`src/rtl/pbus_pkg.sv`:
```
package pbus_pkg;
  // request kinds; bit 1 set means read
  localparam logic [1:0] KIND_CMD  = 2'd0;
  localparam logic [1:0] KIND_DATA = 2'd1;
  localparam logic [1:0] KIND_READ = 2'd2;

  // control-to-datapath strobes
  typedef struct packed {
    logic load;     // request accepted: restart tick count, latch kind and data
    logic step;     // advance to next tick
    logic finish;   // last clock of last tick
    logic capture;  // sample read data this clock
  } ctlStrobes_t;
endpackage

```
`src/rtl/pbusCtrl.sv`:
```
module pbusCtrl
  import pbus_pkg::*;
(
  input  logic        clk,
  input  logic        rstN,
  input  logic        reqValid,
  input  logic        tickX2,
  input  logic        atLastTick,
  input  logic        atAccessTick,
  output logic        reqReady,
  output logic        busy,
  output ctlStrobes_t ctl
);
  logic busyQ;
  logic subQ;      // second clock of a doubled tick
  logic tickEnd;

  assign busy     = busyQ;
  assign reqReady = !busyQ;
  assign tickEnd  = busyQ && (!tickX2 || subQ);

  always_comb begin
    ctl.load    = reqValid && !busyQ;
    ctl.step    = tickEnd && !atLastTick;
    ctl.finish  = tickEnd && atLastTick;
    ctl.capture = busyQ && atAccessTick && !subQ;
  end

  always_ff @(posedge clk or negedge rstN) begin
    if (!rstN) begin
      busyQ <= 1'b0;
      subQ  <= 1'b0;
    end else begin
      if (ctl.load) begin
        busyQ <= 1'b1;
        subQ  <= 1'b0;
      end else if (ctl.finish) begin
        busyQ <= 1'b0;
        subQ  <= 1'b0;
      end else if (busyQ && tickX2) begin
        subQ <= !subQ;
      end else begin
        subQ <= 1'b0;
      end
    end
  end
endmodule

```
`src/rtl/pbusDatapath.sv`:
```
module pbusDatapath
  import pbus_pkg::*;
#(
  parameter int DW    = 8,
  parameter int ON_W  = 4,
  parameter int OFF_W = 6,
  localparam int TW      = OFF_W + 1,
  localparam int ONOFF_W = 3 * (ON_W + OFF_W),
  localparam int CYC_W   = 3 * OFF_W
) (
  input  logic               clk,
  input  logic               rstN,
  input  ctlStrobes_t        ctl,
  input  logic               busy,
  input  logic [1:0]         reqKind,
  input  logic [DW-1:0]      reqData,
  input  logic [ONOFF_W-1:0] onOffTime,
  input  logic [CYC_W-1:0]   cycleTime,
  input  logic [OFF_W-1:0]   accessTime,
  input  logic [3:0]         polarity,
  input  logic [DW-1:0]      dataIn,
  output logic               atLastTick,
  output logic               atAccessTick,
  output logic [DW-1:0]      dataOut,
  output logic               dataOe,
  output logic               csOut,
  output logic               weOut,
  output logic               reOut,
  output logic               a0Out,
  output logic [DW-1:0]      rdData,
  output logic               rdValid
);
  localparam int P_CSON  = 0;
  localparam int P_CSOFF = ON_W;
  localparam int P_WEON  = ON_W + OFF_W;
  localparam int P_WEOFF = 2 * ON_W + OFF_W;
  localparam int P_REON  = 2 * ON_W + 2 * OFF_W;
  localparam int P_REOFF = 3 * ON_W + 2 * OFF_W;

  logic [TW-1:0] csOn, csOff, weOn, weOff, reOn, reOff;
  logic [TW-1:0] wrLen, rdLen, csPulse, accTick;
  logic [TW-1:0] csPulseEnd, csEnd, cycLen, accLen;
  logic [TW-1:0] tickQ;
  logic [1:0]    kindQ;
  logic [DW-1:0] dataQ;
  logic          isRead, isWrite;
  logic          csAct, weAct, reAct, a0Lvl;

  assign csOn    = TW'(onOffTime[P_CSON  +: ON_W]);
  assign csOff   = TW'(onOffTime[P_CSOFF +: OFF_W]);
  assign weOn    = TW'(onOffTime[P_WEON  +: ON_W]);
  assign weOff   = TW'(onOffTime[P_WEOFF +: OFF_W]);
  assign reOn    = TW'(onOffTime[P_REON  +: ON_W]);
  assign reOff   = TW'(onOffTime[P_REOFF +: OFF_W]);
  assign wrLen   = TW'(cycleTime[0 +: OFF_W]);
  assign rdLen   = TW'(cycleTime[OFF_W +: OFF_W]);
  assign csPulse = TW'(cycleTime[2*OFF_W +: OFF_W]);
  assign accTick = TW'(accessTime);

  assign isRead  = kindQ[1];
  assign isWrite = !kindQ[1];

  // CS end stretched to honour the minimum pulse width
  assign csPulseEnd = csOn + csPulse;
  assign csEnd      = (csPulseEnd > csOff) ? csPulseEnd : csOff;
  assign cycLen     = isRead ? rdLen : wrLen;
  assign accLen     = (csEnd > cycLen) ? csEnd : cycLen;

  assign atLastTick   = (tickQ == accLen - TW'(1));
  assign atAccessTick = isRead && (tickQ == accTick);

  assign csAct = busy && (tickQ >= csOn) && (tickQ < csEnd);
  assign weAct = busy && isWrite && (tickQ >= weOn) && (tickQ < weOff);
  assign reAct = busy && isRead && (tickQ >= reOn) && (tickQ < reOff);
  assign a0Lvl = busy && (kindQ != KIND_CMD);

  assign a0Out   = polarity[0] ^ a0Lvl;
  assign reOut   = polarity[1] ^ reAct;
  assign weOut   = polarity[2] ^ weAct;
  assign csOut   = polarity[3] ^ csAct;
  assign dataOe  = busy && isWrite;
  assign dataOut = dataQ;

  always_ff @(posedge clk or negedge rstN) begin
    if (!rstN) begin
      tickQ   <= '0;
      kindQ   <= KIND_CMD;
      dataQ   <= '0;
      rdData  <= '0;
      rdValid <= 1'b0;
    end else begin
      if (ctl.load) begin
        tickQ <= '0;
        kindQ <= reqKind;
        dataQ <= reqData;
      end else if (ctl.step) begin
        tickQ <= tickQ + TW'(1);
      end
      rdValid <= ctl.capture;
      if (ctl.capture) rdData <= dataIn;
    end
  end
endmodule

```
`src/rtl/pbusStrobeTop.sv`:
```
module pbusStrobeTop
  import pbus_pkg::*;
#(
  parameter int DW    = 8,
  parameter int ON_W  = 4,
  parameter int OFF_W = 6,
  localparam int ONOFF_W = 3 * (ON_W + OFF_W),
  localparam int CYC_W   = 3 * OFF_W
) (
  input  logic               clk,
  input  logic               rstN,
  input  logic               reqValid,
  output logic               reqReady,
  input  logic [1:0]         reqKind,
  input  logic [DW-1:0]      reqData,
  input  logic [ONOFF_W-1:0] onOffTime,
  input  logic [CYC_W-1:0]   cycleTime,
  input  logic [OFF_W-1:0]   accessTime,
  input  logic               tickX2,
  input  logic [3:0]         polarity,
  input  logic [DW-1:0]      dataIn,
  output logic [DW-1:0]      dataOut,
  output logic               dataOe,
  output logic               csOut,
  output logic               weOut,
  output logic               reOut,
  output logic               a0Out,
  output logic [DW-1:0]      rdData,
  output logic               rdValid,
  output logic               busy
);
  ctlStrobes_t ctl;
  logic atLastTick, atAccessTick;

  pbusCtrl uCtrl (
    .clk(clk), .rstN(rstN), .reqValid(reqValid), .tickX2(tickX2),
    .atLastTick(atLastTick), .atAccessTick(atAccessTick),
    .reqReady(reqReady), .busy(busy), .ctl(ctl)
  );

  pbusDatapath #(.DW(DW), .ON_W(ON_W), .OFF_W(OFF_W)) uPath (
    .clk(clk), .rstN(rstN), .ctl(ctl), .busy(busy),
    .reqKind(reqKind), .reqData(reqData),
    .onOffTime(onOffTime), .cycleTime(cycleTime), .accessTime(accessTime),
    .polarity(polarity), .dataIn(dataIn),
    .atLastTick(atLastTick), .atAccessTick(atAccessTick),
    .dataOut(dataOut), .dataOe(dataOe),
    .csOut(csOut), .weOut(weOut), .reOut(reOut), .a0Out(a0Out),
    .rdData(rdData), .rdValid(rdValid)
  );
endmodule

```
`config.mk`:
```
export PLATFORM = sky130hd
export DESIGN_NAME = pbusStrobeTop
export DESIGN_NICKNAME = d
export VERILOG_FILES = /design/src/rtl/pbus_pkg.sv /design/src/rtl/pbusCtrl.sv /design/src/rtl/pbusDatapath.sv /design/src/rtl/pbusStrobeTop.sv
export SDC_FILE = /design/constraint.sdc
export NUM_CORES = 1
export LEC_CHECK = 0
export BUFFER_PORTS_ARGS = -buffer_cell sky130_fd_sc_hd__buf_2
export CAP_MARGIN = 40
export CORE_UTILIZATION = 35
export CTS_CLUSTER_SIZE = 12
export DETAILED_ROUTE_END_ITERATION = 10
export PLACE_DENSITY = 0.63
export SETUP_SLACK_MARGIN = 0.05
export SLEW_MARGIN = 20
export SYNTH_ARGS = -nofsm -noshare
export SYNTH_HDL_FRONTEND = slang
export SYNTH_HIERARCHICAL = 1
export SYNTH_SLANG_ARGS = --single-unit
```
`constraint.sdc`:
```
create_clock -name clk -period 11.5 [get_ports clk]
set_input_delay 2.3 -clock clk [delete_from_list [all_inputs] [get_ports clk]]
set_output_delay 2.3 -clock clk [all_outputs]
set_load 0.03 [all_outputs]
```
Word-level counts from Yosys, hierarchy flattened

Cells that the tools add are included.
W data, S select, Z words.

Add/sub/neg operators: 3
Magnitude comparators: 8
Equality and inequality tests: 2
Mux-type cells: 10
Bitwise logic cells: 4
Reduce and logical (&&, ||, !) cells: 26

Operators with widths:

| cell                  | count |
|---|---|
| $mux W7               | 4 |
| $ge A7 B4 Y1          | 3 |
| $logic_and A1 B1 Y1   | 17 |
| $lt A7 B6 Y1          | 2 |
| $add A4 B6 Y7         | 1 |
| $add A7 B1 Y7 const B | 1 |
| $eq A7 B6 Y1          | 1 |
| $eq A7 B7 Y1          | 1 |
| $gt A7 B6 Y1          | 1 |
| $gt A7 B7 Y1          | 1 |
| $lt A7 B7 Y1          | 1 |
| $sub A7 B1 Y7 const B | 1 |
| $mux W6               | 1 |
| $reduce_bool A2 Y1    | 3 |
| $logic_not A1 Y1      | 5 |
| $mux W1               | 5 |
| $xor A1 B1 Y1         | 4 |
| $logic_or A1 B1 Y1    | 1 |

Bits in registers: 28
Bits of input ports: 80
Logic and storage cells: 60

Depth between registers and ports, before layout

Depth after elaboration: 11
Gate-level depth with buffers: 33
Mapped depth without buffers: 32

Cells and area by module

The synthesis kept the hierarchy.

By module, submodules not included:

| module       | instances | cells an instance | area an instance (sq um) |
|---|---|---|---|
| pbusDatapath | 1         | 311               | 2851.5 |
| pbusCtrl     | 1         | 11                | 108.9 |

Worst setup path after synthesis

Ideal clock, no wire load.

Path type: in2out
From: in onOffTime[0]
To: out csOut
Arrival: 5985 ps
Path slack: 3215 ps
Stages on the path: 19
Buffers on the path: 0
Path through: ha_1 > fa_1 > a211oi_2 > nor2_1 > xor2_1 > ha_1 > and3_1 > a21boi_2 > o21a_2 > nor2_2 > nand2_1 > o21ai_0 > ha_1 > nor2b_1 > o21ai_0 > nand3b_1 > a21oi_1 > o21ai_0 > xnor2_1

Cells in the longest elaborated chain, start to end: 6
Elaborated cells between the ends (all ways): 8
Classes of those cells: add/sub (1); order compare (3); mux (1); bitwise (1); reduce/logical (2)

Ends and longest elaborated chain:

| item                  | RTL line            | source |
|---|---|---|
| from (decl)           | pbusStrobeTop.sv:16 | `input logic [ONOFF_W-1:0] onOffTime,` |
| $add A4 B6 Y7         | pbusDatapath.sv:64  | `assign csPulseEnd = csOn + csPulse;` |
| $gt A7 B6 Y1          | pbusDatapath.sv:65  | `assign csEnd = (csPulseEnd > csOff) ? csPulseEnd : csOff;` |
| $mux W7               | pbusDatapath.sv:65  |  |
| $lt A7 B7 Y1          | pbusDatapath.sv:72  | `assign csAct = busy && (tickQ >= csOn) && (tickQ < csEnd);` |
| $logic_and A1 B1 Y1 * | pbusDatapath.sv:72  |  |
| $xor A1 B1 Y1 *       | pbusDatapath.sv:80  | `assign csOut = polarity[3] ^ csAct;` |
| to (decl)             | pbusStrobeTop.sv:24 | `output logic csOut,` |

Mark *: on every way between the ends. The rest lies on a longest branch, timed or not.

==> impl_metrics.json <==
{
  "cts_hold_buf": 0,
  "grt_max_degree": 29,
  "peakVddDrop_mv": 0.114,
  "p_clk_frac": 0.094,
  "dp_hpwl_mm": 5.43,
  "first_global_vias": 2551,
  "first_pass_iters": 4,
  "max_cap_viol_count": 0,
  "clk_pin_slew_ns": 0.09,
  "ctsResizeCount": 0,
  "final-max-slew-violation-count": 0,
  "numCtsBuffers": 3,
  "gp_congestion": 0.865,
  "cts_max_level": 1,
  "slew_headroom": 0.571,
  "seqPwrFrac": 0.244,
  "start_util": 0.361,
  "post-route-util": 0.442,
  "finalPower_mw": 0.821,
  "grt_first_pass_wirelength_mm": 11.2,
  "hold_viol_final": 0,
  "swShare": 0.488,
  "yosys_warnings": 6,
  "via_per_inst": 4.90,
  "finalWirelength_mm": 6.65,
  "fp-row-count": 33,
  "dp_cells": 520,
  "p_int_mw": 0.420,
  "clock-sinks": 28,
  "io_pins": 104,
  "die_h_um": 93.9,
  "antennaDiodeCount": 0,
  "required_ns": 11.70,
  "post-route-drc-count": 0,
  "setup_viol": 0,
  "fillCellCount": 812,
  "grt_setup_unrepaired": "false",
  "first_iter_violations": 68,
  "fin_crit_ns": 8.79,
  "io_buffer_count": 103,
  "area_growth_pct": 22.5,
  "fmax_ghz": 0.114,
  "startpoint_type": "input port",
  "nNetsFinal": 547,
  "critPathArrivalTime_ns": 8.99,
  "stdcell_count": 524,
  "power_frac_comb": 0.663,
  "netlist_area_mm2": 0.00295,
  "finalCritPeriodShare": 0.764,
  "post-cts-setup-buffers": 0,
  "cts_tree": "built",
  "skew_ns": 0.00329,
  "hp-class": "flip-flop to flip-flop",
  "antenna_found_initial": 0,
  "status": "completed",
  "root_buffer": "clkbuf_8",
  "core_area_mm2": 0.00818,
  "setup-tns-final_ns": 0,
  "wl_per_cell_um": 12.7,
  "syn_nets": 448,
  "synthCells": 321,
  "p_sw_mw": 0.400,
  "cpMostUsedCell": "ha_1",
  "ant_nets": 0,
  "ctsLongestPathBuffers": 2,
  "path_class": "input port to flip-flop",
  "fp.dieW_um": 93.9,
  "overflow": 0,
  "cp_slowest_cell": "nor3b_1",
  "critPathMaxStageDelay_ns": 0.55,
  "worst_pin_slew_ns": 0.642,
  "drive_gt1_frac": 0.353,
  "crit_path_max_fanout": 8,
  "dieArea_mm2": 0.00881,
  "grt_use_total": 0.159,
  "p_leak_nw": 1.89,
  "clkLatencyLatePin_ns": 0.27,
  "avgSynthCellArea_um2": 9.20,
  "power_density_mw_per_mm2": 227,
  "num_vias": 2567,
  "crit_path_end_kind": "flip-flop"
}
==> routing by layer <==
layer | track usage | up-vias | routed length, um
met3 | 0.0227 | 6 | 341
li1 | - | 1314 | -
met2 | 0.285 | 70 | 3170
met5 | 0 | - | 0
met1 | 0.198 | 1177 | 3080
met4 | 0.0410 | 0 | 57
==> worst max-delay path: cells and delay by family <==
| family | cells | cell delay, ns |
|---|---|---|
| xor+xnor | 1 | 0.17 |
| fa+ha+maj | 5 | 1.51 |
| mux | 1 | 0.40 |
| compound gates | 8 | 1.83 |
| buf+inv | 4 | 0.38 |
| simple gates | 11 | 2.38 |
==> power by group through the flow <==
stage / registers [mW] / clock network, mW / logic [mW]
floorplan: 0.211 / 0 / 0.413
global placement: 0.201 / 0 / 0.537
detailed placement: 0.203 / 0 / 0.547
global route: 0.209 / 0.0841 / 0.613
CTS: 0.202 / 0.0803 / 0.549
finish: 0.200 / 0.0767 / 0.544
==> cell type report <==
type	count	area, um2	share of cell area
tap	105	131	0.0363
clock inverter	1	30.0	0.00830
multi-input combinational	247	2060	0.569
sequential	28	701	0.194
timing repair buffer	103	515	0.143
clock buffer	3	41.3	0.0114
inverter	37	139	0.0384
==> metrics by stage <==
step | hold slack (ns) | cell area [um2] | setup WS [ns]
finish | 0.479 | 3620 | 2.71
global route | 0.504 | 3620 | 2.16
CTS | 0.483 | 3620 | 2.69
detailed placement | 0.469 | 3550 | 2.40
global placement | 0.443 | 3540 | 2.73
floorplan | 0.422 | 2950 | 3.22
==> flip-flops by register name (all words and copies together), names as in the netlist <==
register / flops
uPath/rdData: 8
uPath/kindQ: 2
uCtrl/subQ: 1
uCtrl/busy: 1
uPath/dataOut: 8
uPath/tickQ: 7
uPath/rdValid: 1
==> path summary, 6_finish.rpt <==
check,endpoint,depth (start not counted),start,slack [ns]
max,uPath/tickQ[5]$_DFFE_PN0P_,30,onOffTime[0],2.71
min,uCtrl/subQ$_DFF_PN0_,1,uCtrl/subQ$_DFF_PN0_,0.48
max reg2reg,uPath/tickQ[5]$_DFFE_PN0P_,18,uPath/kindQ[1]$_DFFE_PN0P_,6.39
min reg2reg,uCtrl/subQ$_DFF_PN0_,1,uCtrl/subQ$_DFF_PN0_,0.48
max in group asynchronous,uPath/tickQ[2]$_DFFE_PN0P_,1,rstN,9.06
min in group asynchronous,uPath/dataOut[5]$_DFFE_PN0P_,1,rstN,2.03
==> cell usage in the layout, fill, tap and decap left out, types with 7 or more instances in the layout <==
master / n
mux2i_1: 9
ha_1: 46
buf_2: 103
nor2b_1: 10
xor2_1: 12
o21ai_0: 17
nand4_1: 8
a21oi_1: 16
mux2_2: 19
dfrtp_1: 28
xnor2_1: 16
nor2_1: 17
inv_1: 33
nand2_1: 14
nand2b_1: 7
(Power assumes the default switching activity.)
